**config.mk**
```make
export PLATFORM = sky130hd
export DESIGN_NAME = pwm_quad
export DESIGN_NICKNAME = d
export VERILOG_FILES = /design/src/rtl/pwmq_pkg.sv /design/src/rtl/pwmq_regs.sv /design/src/rtl/pwmq_prescaler.sv /design/src/rtl/pwmq_channel.sv /design/src/rtl/pwm_quad.sv
export SDC_FILE = /design/constraint.sdc
export NUM_CORES = 1
export LEC_CHECK = 0
export ABC_AREA = 1
export BUFFER_PORTS_ARGS = -buffer_cell sky130_fd_sc_hd__buf_2
export CORE_ASPECT_RATIO = 2
export CORE_UTILIZATION = 60
export CTS_CLUSTER_SIZE = 30
export DETAILED_ROUTE_END_ITERATION = 10
export PLACE_DENSITY = 0.78
export SLEW_MARGIN = 20
export SYNTH_ARGS = -nofsm -noshare
export SYNTH_HDL_FRONTEND = slang
export SYNTH_SLANG_ARGS = --single-unit
```
**constraint.sdc**
```tcl
create_clock -name clk -period 2.5 [get_ports clk]
set_clock_uncertainty 0.15 [all_clocks]
set_input_delay 0.5 -clock clk [delete_from_list [all_inputs] [get_ports clk]]
set_output_delay 0.5 -clock clk [all_outputs]
set_load 0.02 [all_outputs]
```
**src/rtl/pwmq_pkg.sv**
```systemverilog
`timescale 1ns/1ps
package pwmq_pkg;

   // Step-rate select codes; the numeric values are decoded by the prescaler.
   typedef enum logic [1:0] {
      STEP_EVERY = 2'd0,
      STEP_DIV_A = 2'd1,
      STEP_DIV_B = 2'd2,
      STEP_DIV_AB = 2'd3
   } step_sel_e;

   // Layout of the shared control word: run bits low, select fields above.
   localparam int SEL_BASE = 4;
   localparam int SEL_W    = 2;

endpackage

```
**src/rtl/pwmq_regs.sv**
```systemverilog
`timescale 1ns/1ps
module pwmq_regs #(
   parameter int NUM_CH = 4,
   parameter int ADDR_W = 5,
   parameter int DATA_W = 32,
   parameter int TB_W   = 8
) (
   input  logic                                  clk,
   input  logic                                  rst_n,
   input  logic                                  we,
   input  logic [ADDR_W-1:0]                     addr,
   input  logic [DATA_W-1:0]                     wdata,
   output logic [DATA_W-1:0]                     rdata,
   output logic [NUM_CH-1:0]                     ch_run,
   output logic [NUM_CH-1:0][pwmq_pkg::SEL_W-1:0] ch_sel,
   output logic [NUM_CH-1:0][TB_W-1:0]           ch_tb,
   output logic [NUM_CH-1:0][DATA_W/2-1:0]       ch_duty
);
   import pwmq_pkg::*;

   localparam int FLD_W  = DATA_W / 2;
   localparam int IDX_W  = ADDR_W - 2;
   localparam int TB_MAX = (1 << TB_W) - 1;

   if (NUM_CH < 1) begin : g_bad_ch
      $error("NUM_CH must be at least 1");
   end
   if (SEL_BASE + SEL_W * NUM_CH > DATA_W || NUM_CH > SEL_BASE) begin : g_bad_ctrl
      $error("control word cannot hold the run bits and select fields");
   end
   if ((1 << IDX_W) < NUM_CH + 1) begin : g_bad_addr
      $error("ADDR_W too small for the register map");
   end
   if (TB_W >= FLD_W || DATA_W % 2 != 0) begin : g_bad_tb
      $error("TB_W must be narrower than half the data word");
   end

   logic [DATA_W-1:0]           ctrl_q;
   logic [NUM_CH-1:0][TB_W-1:0] tb_q;
   logic [NUM_CH-1:0][FLD_W-1:0] duty_q;
   logic                        aligned;
   logic [IDX_W-1:0]            word_idx;
   logic [TB_W-1:0]             tb_sat;

   assign aligned  = (addr[1:0] == 2'b00);
   assign word_idx = addr[ADDR_W-1:2];
   assign tb_sat   = (wdata[FLD_W-1:0] > FLD_W'(TB_MAX)) ? TB_W'(TB_MAX)
                                                         : wdata[TB_W-1:0];

   always_ff @(posedge clk) begin
      if (!rst_n) begin
         ctrl_q <= '0;
      end else if (we && aligned && word_idx == '0) begin
         ctrl_q <= wdata;
      end
   end

   for (genvar n = 0; n < NUM_CH; n++) begin : g_cfg
      always_ff @(posedge clk) begin
         if (!rst_n) begin
            tb_q[n]   <= '0;
            duty_q[n] <= '0;
         end else if (we && aligned && word_idx == IDX_W'(n + 1)) begin
            tb_q[n]   <= tb_sat;
            duty_q[n] <= wdata[DATA_W-1:FLD_W];
         end
      end
      assign ch_run[n]  = ctrl_q[n];
      assign ch_sel[n]  = ctrl_q[SEL_BASE + SEL_W*n +: SEL_W];
      assign ch_tb[n]   = tb_q[n];
      assign ch_duty[n] = duty_q[n];
   end

   always_comb begin
      rdata = '0;
      if (aligned) begin
         if (word_idx == '0) rdata = ctrl_q;
         for (int n = 0; n < NUM_CH; n++) begin
            if (word_idx == IDX_W'(n + 1)) begin
               rdata = {duty_q[n], (FLD_W - TB_W)'(0), tb_q[n]};
            end
         end
      end
   end


   misaligned_wr_ignored_chk: assert property (@(posedge clk) disable iff (!rst_n)
      (we && addr[1:0] != 2'b00) |=> ($stable(ctrl_q) && $stable(tb_q) && $stable(duty_q)));


   tb_saturated_chk: assert property (@(posedge clk) disable iff (!rst_n)
      (we && aligned && word_idx == IDX_W'(1) && wdata[FLD_W-1:TB_W] != '0)
      |=> (tb_q[0] == TB_W'(TB_MAX)));

endmodule

```
**src/rtl/pwmq_prescaler.sv**
```systemverilog
`timescale 1ns/1ps
module pwmq_prescaler #(
   parameter int DIV_A = 8,
   parameter int DIV_B = 64
) (
   input  logic                clk,
   input  logic                rst_n,
   input  logic                run,
   input  pwmq_pkg::step_sel_e sel,
   output logic                tick
);
   import pwmq_pkg::*;

   localparam int WA = (DIV_A > 1) ? $clog2(DIV_A) : 1;
   localparam int WB = (DIV_B > 1) ? $clog2(DIV_B) : 1;

   if (DIV_A < 2 || DIV_B < 2) begin : g_bad_div
      $error("each divider stage must divide by at least 2");
   end

   logic [WA-1:0] cnt_a;
   logic [WB-1:0] cnt_b;
   logic          wrap_a, wrap_b, adv_b;

   assign wrap_a = (cnt_a == WA'(DIV_A - 1));
   assign wrap_b = (cnt_b == WB'(DIV_B - 1));
   // Second stage counts input cycles alone, or stage-A wraps when chained.
   assign adv_b  = (sel == STEP_DIV_AB) ? wrap_a : 1'b1;

   always_ff @(posedge clk) begin
      if (!rst_n || !run) begin
         cnt_a <= '0;
         cnt_b <= '0;
      end else begin
         cnt_a <= wrap_a ? '0 : cnt_a + 1'b1;
         if (adv_b) cnt_b <= wrap_b ? '0 : cnt_b + 1'b1;
      end
   end

   always_comb begin
      unique case (sel)
         STEP_EVERY:  tick = run;
         STEP_DIV_A:  tick = run && wrap_a;
         STEP_DIV_B:  tick = run && wrap_b;
         STEP_DIV_AB: tick = run && wrap_a && wrap_b;
         default:     tick = 1'b0;
      endcase
   end


   restart_from_zero_chk: assert property (@(posedge clk) disable iff (!rst_n)
      $rose(run) |-> (cnt_a == '0 && cnt_b == '0));


   div_a_realign_chk: assert property (@(posedge clk) disable iff (!rst_n)
      (tick && sel == STEP_DIV_A) |=> (cnt_a == '0));

endmodule

```
**src/rtl/pwmq_channel.sv**
```systemverilog
`timescale 1ns/1ps
module pwmq_channel #(
   parameter int TB_W    = 8,
   parameter int DUTY_W  = 16,
   parameter bit OUT_REG = 1'b0
) (
   input  logic              clk,
   input  logic              rst_n,
   input  logic              run,
   input  logic              tick,
   input  logic [TB_W-1:0]   live_tb,
   input  logic [DUTY_W-1:0] live_duty,
   output logic              pwm
);
   if (TB_W >= DUTY_W) begin : g_bad_w
      $error("duty field must be wider than the timebase");
   end

   logic [TB_W-1:0]   tb_s;
   logic [DUTY_W-1:0] duty_s;
   logic [TB_W-1:0]   step_q;
   logic              halted, last_step, level;

   assign halted    = (tb_s == '0);
   assign last_step = (step_q == tb_s - 1'b1);

   always_ff @(posedge clk) begin
      if (!rst_n) begin
         step_q <= '0;
         tb_s   <= '0;
         duty_s <= '0;
      end else if (!run || halted) begin
         step_q <= '0;
         tb_s   <= live_tb;
         duty_s <= live_duty;
      end else if (tick) begin
         if (last_step) begin
            step_q <= '0;
            tb_s   <= live_tb;
            duty_s <= live_duty;
         end else begin
            step_q <= step_q + 1'b1;
         end
      end
   end

   assign level = run && !halted && (DUTY_W'(step_q) < duty_s);

   if (OUT_REG) begin : g_out_ff
      always_ff @(posedge clk) begin
         if (!rst_n) pwm <= 1'b0;
         else        pwm <= level;
      end
   end else begin : g_out_comb
      assign pwm = level;
   end


   step_in_range_chk: assert property (@(posedge clk) disable iff (!rst_n)
      (run && !halted) |-> (step_q < tb_s));


   shadow_hold_chk: assert property (@(posedge clk) disable iff (!rst_n)
      (run && !halted && !(tick && last_step)) |=> ($stable(tb_s) && $stable(duty_s)));


   full_duty_high_chk: assert property (@(posedge clk) disable iff (!rst_n)
      (run && !halted && duty_s >= DUTY_W'(tb_s)) |-> level);

endmodule

```
**src/rtl/pwm_quad.sv**
```systemverilog
`timescale 1ns/1ps
module pwm_quad #(
   parameter int NUM_CH  = 4,
   parameter int ADDR_W  = 5,
   parameter int DATA_W  = 32,
   parameter int TB_W    = 8,
   parameter int DIV_A   = 8,
   parameter int DIV_B   = 64,
   parameter bit OUT_REG = 1'b0
) (
   input  logic              clk,
   input  logic              rst_n,
   input  logic              bus_we,
   input  logic [ADDR_W-1:0] bus_addr,
   input  logic [DATA_W-1:0] bus_wdata,
   output logic [DATA_W-1:0] bus_rdata,
   output logic [NUM_CH-1:0] pwm_out
);
   import pwmq_pkg::*;

   localparam int DUTY_W = DATA_W / 2;

   logic [NUM_CH-1:0]              run;
   logic [NUM_CH-1:0][SEL_W-1:0]   sel;
   logic [NUM_CH-1:0][TB_W-1:0]    tb;
   logic [NUM_CH-1:0][DUTY_W-1:0]  duty;
   logic [NUM_CH-1:0]              tick;

   pwmq_regs #(
      .NUM_CH (NUM_CH),
      .ADDR_W (ADDR_W),
      .DATA_W (DATA_W),
      .TB_W   (TB_W)
   ) u_regs (
      .clk     (clk),
      .rst_n   (rst_n),
      .we      (bus_we),
      .addr    (bus_addr),
      .wdata   (bus_wdata),
      .rdata   (bus_rdata),
      .ch_run  (run),
      .ch_sel  (sel),
      .ch_tb   (tb),
      .ch_duty (duty)
   );

   for (genvar n = 0; n < NUM_CH; n++) begin : g_ch
      pwmq_prescaler #(
         .DIV_A (DIV_A),
         .DIV_B (DIV_B)
      ) u_pre (
         .clk   (clk),
         .rst_n (rst_n),
         .run   (run[n]),
         .sel   (step_sel_e'(sel[n])),
         .tick  (tick[n])
      );

      pwmq_channel #(
         .TB_W    (TB_W),
         .DUTY_W  (DUTY_W),
         .OUT_REG (OUT_REG)
      ) u_chan (
         .clk       (clk),
         .rst_n     (rst_n),
         .run       (run[n]),
         .tick      (tick[n]),
         .live_tb   (tb[n]),
         .live_duty (duty[n]),
         .pwm       (pwm_out[n])
      );
   end


   reset_quiet_chk: assert property (@(posedge clk)
      !rst_n |=> (pwm_out == '0 && bus_rdata == '0));

endmodule

```
# After elaboration in Yosys (flattened, before gate mapping)
# Index checks and enable logic that the tools add are counted.
[word_totals] regBits=292 inputBits=40 out_inout_bits=36 wordCells=199
[op_classes] add_sub_neg=16 order_cmp=5 n_eq_ne=28 mux=47 n_bitwise=1 reduce_logical=73
[ops] op="16-bit two-way mux" count=12
[ops] op="32-bit two-way mux" count=6
[ops] op="8-bit two-way mux" count=17
[ops] op="8-bit by 16-bit less-than comparator with 1-bit output" count=4
[ops] op="8-bit by 1-bit adder with 8-bit output (second input constant)" count=4
[ops] op="8-bit equality test" count=4
[ops] op="8-bit zero test" count=4
[ops] op="8-bit by 1-bit subtractor with 8-bit output (second input constant)" count=4
[ops] op="1-bit logical AND" count=26
[ops] op="6-bit by 1-bit adder with 6-bit output (second input constant)" count=4
[ops] op="6-bit equality test (second input constant)" count=4
[ops] op="6-bit two-way mux" count=4
[ops] op="2-bit equality test (second input constant)" count=8
[ops] op="16-bit by 8-bit > comparator with 1-bit output (second input constant)" count=1
[ops] op="1-bit one-hot mux with 4 select lines" count=4
[ops] op="2-bit nonzero test" count=8
[ops] op="2-bit OR reduction" count=8
[ops] op="3-bit equality test (second input constant)" count=5
[ops] op="3-bit by 1-bit adder with 3-bit output (second input constant)" count=4
[ops] op="2-bit zero test" count=5
[ops] op="1-bit zero test" count=9
[ops] op="2-bit by 1-bit equality test with 1-bit output (second input constant)" count=4
[ops] op="1-bit logical OR" count=8
[ops] op="2-bit AND reduction" count=4
[ops] op="other kinds (5)" count=9

# Depth between registers and ports, before layout
[logic_depth] word_depth=7 mapped_depth=15

# Hierarchy
# Synthesis repeated with hierarchy kept, for this count alone.
[unflattened] hier_cells=2335 hier_area_um2=15698.8
[modules_own_cells] mod="pwmq_channel" n_inst=4 cells_each=295 area_per_inst_um2=1981.9 seq_area_each_um2=640.6
[modules_own_cells] mod="pwmq_regs" n_inst=1 cells_each=895 area_per_inst_um2=5904.4 seq_area_each_um2=2562.5
[modules_own_cells] mod="pwmq_prescaler" n_inst=4 cells_each=65 area_per_inst_um2=466.7 seq_area_each_um2=180.2

# Least setup slack after synthesis
# OpenSTA, ideal clock, no wires.
[synth_timing] kind="in2out" from="input port bus_addr[3]" to="output port bus_rdata[18]" arrival_ns=1.659 required_time_ns=1.850 setup_slack_ns=0.191 stages=6 n_path_buf=1 cell_sequence="nor2_1 > nand2_1 > inv_1 > clkbuf_1 > a21oi_1 > a31oi_1"
[synth_between] elab_chain_cells=7 word_cells_on_any_way=11
[synth_rtl] element="start: declaration" line_no="pwm_quad.sv:14" rtl="input logic [ADDR_W-1:0] bus_addr,"
[synth_rtl] element="3-bit zero test" line_no="pwmq_regs.sv:77" rtl="if (word_idx == '0) rdata = ctrl_q;"
[synth_rtl] element="32-bit two-way mux" line_no="pwmq_regs.sv:77"
[synth_rtl] element="32-bit two-way mux (3 in a row)" line_no="pwmq_regs.sv:79" rtl="if (word_idx == IDX_W'(n + 1)) begin"
[synth_rtl] element="32-bit two-way mux (*)" line_no="pwmq_regs.sv:79"
[synth_rtl] element="32-bit two-way mux (*)" line_no="pwmq_regs.sv:76" rtl="if (aligned) begin"
[synth_rtl] element="end: declaration" line_no="pwm_quad.sv:16" rtl="output logic [DATA_W-1:0] bus_rdata,"
# Every way passes the cells marked *; elsewhere a longest branch is shown, timed or not.

# Worst setup path after layout
[layout_timing] from="register g_ch[0].u_chan.step_q[1]" to="output port pwm_out[0]"
[layout_between] elab_chain_cells=2
[layout_rtl] element="start: declaration" line_no="pwmq_channel.sv:21" rtl="logic [TB_W-1:0] step_q;"
[layout_rtl] element="start signal: assignment" line_no="pwmq_channel.sv:42" rtl="step_q <= step_q + 1'b1;"
[layout_rtl] element="8-bit by 16-bit less-than comparator with 1-bit output" line_no="pwmq_channel.sv:47" rtl="assign level = run && !halted && (DUTY_W'(step_q) < duty_s);"
[layout_rtl] element="1-bit logical AND" line_no="pwmq_channel.sv:47"
[layout_rtl] element="end: declaration" line_no="pwm_quad.sv:17" rtl="output logic [NUM_CH-1:0] pwm_out"
# Every way passes these cells.

==> results.txt <==
maximum number of pins on one net before global-route repair - 99
delay of the slowest cell on the worst path - 0.36 ns
parity-gate share of the synthesized area counting xor and xnor cells - 2.16%
final weighted congestion in routability-driven placement - 0.986
category of the worst setup path capture point - output port
number of library cell types mapped by synthesis - 43
register-to-register setup slack - 0.11 ns
count of nets after finishing - 2290
overflow left after global routing - 0
Arrival @ worst endpoint - 1.85 ns
worst path cell trace - ha_4 > o21ai_2 > nand2_1 > nand3_1 > nand2_1 > nand4_1 > nand2_1 > a31oi_1 > buf_4
start point of the worst hold path - bus_wdata[15]
worst vdd ir - 0.639 mV
cell row count - 80
fraction of the mapped netlist area in simple logic gates - 29.5%
Post-Synthesis Net Count - 2226
most numerous cell on the critical path - sky130_fd_sc_hd__nand2_1
class of the worst hold path - in2reg
type of origin of the critical path - flop
worst slack at placement - 0.0123 ns
antenna diode count - 0
fraction of the mapped netlist area in adder cells - 4.46%
Detail Placement HPWL - 33.6 mm
mapped cell area - 0.0146 mm²
R2R Path Start - g_ch[3].u_pre.cnt_a[0]$_SDFF_PP0_
initial cell density of the core - 61.2%
Filler Cells Inserted - 2115
IO buf count - 75
CTS root buf - sky130_fd_sc_hd__clkbuf_16
number of max-cap violations - 0
count of buffering cells on the critical path with inverters included - 1
Primary FF master, synth - sky130_fd_sc_hd__dfxtp_1
Slew HR - 62.4%
post-detailed-route via-to-cell ratio - 5.68
TritonRoute pass-1 iters - 9
Max Fclk - 400 MHz
post-synthesis mux area share - 0%
clk_lat worst skew - 0.55 ns
ratio of cells with drive above 1 in the final layout - 13.0%
clock buffers created by TritonCTS - 25
boundary pin count - 76
cell internal pwr - 0.00754 W
status - completed
placeable core region - 0.0238 mm²
area of all sequential standard cells - 0.00589 mm²
FF+latch count, synth - 292
initial antenna violation count - 2
Worst setup startpoint - g_ch[0].u_chan.step_q[1]$_SDFFE_PP0P_
time the final worst path needs with I/O delays and setup - 2.50 ns
most common library cell in the layout ignoring fill and taps - sky130_fd_sc_hd__nor2_1
Die Ht - 222 µm
part of the Yosys area used for sequential elements - 40.1%
required time of the critical path - 1.85 ns
leakage - 7.04 nW
max-slew violation count - 0
switching power share of the total - 22.2%
final core area utilization - 69.8%
Detailed Route WL - 44.9 mm
setup repair after global routing missed its margin - yes
overall track demand over capacity in global routing - 35.6%
Synth async-reset ratio - 0%
final critical-path share of the clock period - 99.9%
power per cell area - 583 mW/mm²
slowest cell on the critical path - sky130_fd_sc_hd__dfxtp_4
smallest setup slack after layout - 0.00253 ns
number of design-rule violations left by the first detailed-router iteration - 1016
die outline area - 0.0250 mm²
synth warn - 0
Hold Violations, Final - 0
most frequent cells in the layout - 450 x sky130_fd_sc_hd__nor2_1, 356 x sky130_fd_sc_hd__nand2_1, 268 x sky130_fd_sc_hd__dfxtp_1, 202 x sky130_fd_sc_hd__inv_1, 166 x sky130_fd_sc_hd__o21ai_0
number of global-route vias before repair - 13.4k
routed len/inst - 17.9 µm
number of nets with antenna violations after detailed routing - 0
CP delay by family, top - simple AND/OR/NAND/NOR gates
post-synthesis to final-layout area growth - 14.1%
Die Width - 112 µm
largest family of logic cells by synthesized area - simple AND/OR/NAND/NOR gates
area used by multi-input combinational logic - 0.00765 mm²
type of the worst setup path - reg2out
worst-margin pin slew - 0.562 ns
number of enable flip-flop cells after synthesis - 0
# DRC - 0
CTS clock-pin slew for the worst setup and hold paths - 0.07 ns
Via Count - 14.2k
Gate power share - 4.8%
final setup fails - 0
setup total negative slack - 0 ns
wire length of the first global-routing pass - 69.1 mm
highest fanout seen on the critical path - 2
CTS tree - built
clock tree sinks - 292
clock network fraction of design power - 46.5%
share of power burned in registers - 48.8%
Post-Synthesis Mean Instance Area - 6.83 µm²
number of H-tree levels - 1
post-layout power - 0.00969 W
instance count of the mapped netlist - 2134
maximum count of clock buffers along a single path - 3
net load switching power - 0.00215 W
Compound-Gate Fraction of Synth Area - 14.5%
synth_stat cells (5+ instances only):
library cell	n	area, µm²
sky130_fd_sc_hd__ha_1	52	651
sky130_fd_sc_hd__nor2_1	455	1710
sky130_fd_sc_hd__nor4_1	5	31.3
sky130_fd_sc_hd__nand2_1	359	1350
sky130_fd_sc_hd__buf_6	10	113
sky130_fd_sc_hd__a22oi_1	19	143
sky130_fd_sc_hd__nand3_1	155	776
sky130_fd_sc_hd__buf_4	7	52.6
sky130_fd_sc_hd__buf_1	8	30.0
sky130_fd_sc_hd__inv_2	6	22.5
sky130_fd_sc_hd__a21oi_1	154	771
sky130_fd_sc_hd__clkbuf_1	54	203
sky130_fd_sc_hd__nand2_2	5	31.3
sky130_fd_sc_hd__o21ai_0	170	851
sky130_fd_sc_hd__o21a_1	5	37.5
sky130_fd_sc_hd__a31oi_1	18	113
sky130_fd_sc_hd__buf_2	25	125
sky130_fd_sc_hd__xor2_1	19	166
sky130_fd_sc_hd__a41oi_1	6	52.6
sky130_fd_sc_hd__xnor2_1	17	149
sky130_fd_sc_hd__inv_1	211	792
sky130_fd_sc_hd__nor3_1	26	130
sky130_fd_sc_hd__nand4_1	17	106
sky130_fd_sc_hd__dfxtp_1	292	5850
through the flow:
stage                     area (µm²)  cells  hold slack [ns]
after floorplan                14600   2134            0.249
after global placement         15300   2451            0.258
after detailed placement       15300   2451            0.264
after CTS                      16500   2501           0.0442
after global routing           16600   2503           0.0513
final                          16600   2503           0.0444
layout make-up:
cell class                 instances  area share (%)
clock buffer                      33            4.24
multi-input combinational       1519            46.0
timing repair buffer             142            5.80
tap                              287            2.16
inverter                         218            4.92
clock inverter                    12            1.44
sequential                       292            35.4
logic make-up after synthesis:
family          Yosys count
xor+xnor                 36
compound gates          389
fa+ha+maj                52
simple gates           1041
flops                   292
buf+inv                 324
layer usage:
metal / up-vias / track usage (%) / part of all wire (%)
met5: - / 0 / 0.029
met4: 2 / 28.1 / 8.8
met3: 172 / 4.53 / 5.3
met2: 494 / 65.1 / 51
met1: 6542 / 35.9 / 35
li1: 7015 / - / -
worst min-delay path, stage by stage:
cell and delay (ns):
sky130_fd_sc_hd__buf_2 0.08, sky130_fd_sc_hd__nor2_1 0.04, sky130_fd_sc_hd__nor2_1 0.08
final timing paths:
kind,cells past startpoint,endpoint
setup / recovery,9,pwm_out[0]
hold / removal,3,u_regs.ctrl_q[15]$_SDFFE_PN0P_
setup reg to reg,12,g_ch[3].u_chan.duty_s[6]$_SDFFE_PN0P_
hold reg to reg,1,g_ch[2].u_pre.cnt_a[0]$_SDFF_PP0_
power groups by stage:
stage | Clock (W) | Sequential, W | Combinational (W)
2_1_floorplan | 0 | 0.00482 | 0.000262
3_3_place_gp | 0 | 0.00484 | 0.000442
3_5_place_dp | 0 | 0.00484 | 0.000447
4_1_cts | 0.00454 | 0.00472 | 0.000453
5_1_grt | 0.00472 | 0.00472 | 0.000503
6_report | 0.00450 | 0.00472 | 0.000464
flip-flops by register name (all words and copies together) (netlist names):
register,cells
g_ch.u_chan.duty_s,64
g_ch.u_pre.cnt_a,12
g_ch.u_chan.step_q,32
u_regs.ch_duty,64
u_regs.ctrl_q,32
g_ch.u_chan.tb_s,32
u_regs.ch_tb,32
g_ch.u_pre.cnt_b,24
repair_timing:
action / 4_1_cts / 5_1_grt
setup endpoints to repair: 6 / 46
resized for setup: 53 / 36
buffers inserted: 5 / 1
gates cloned: 0 / 1
hold buffers: 0 / 0
pin swaps: 19 / 16
No activity file was read; power rests on OpenSTA's default activity.
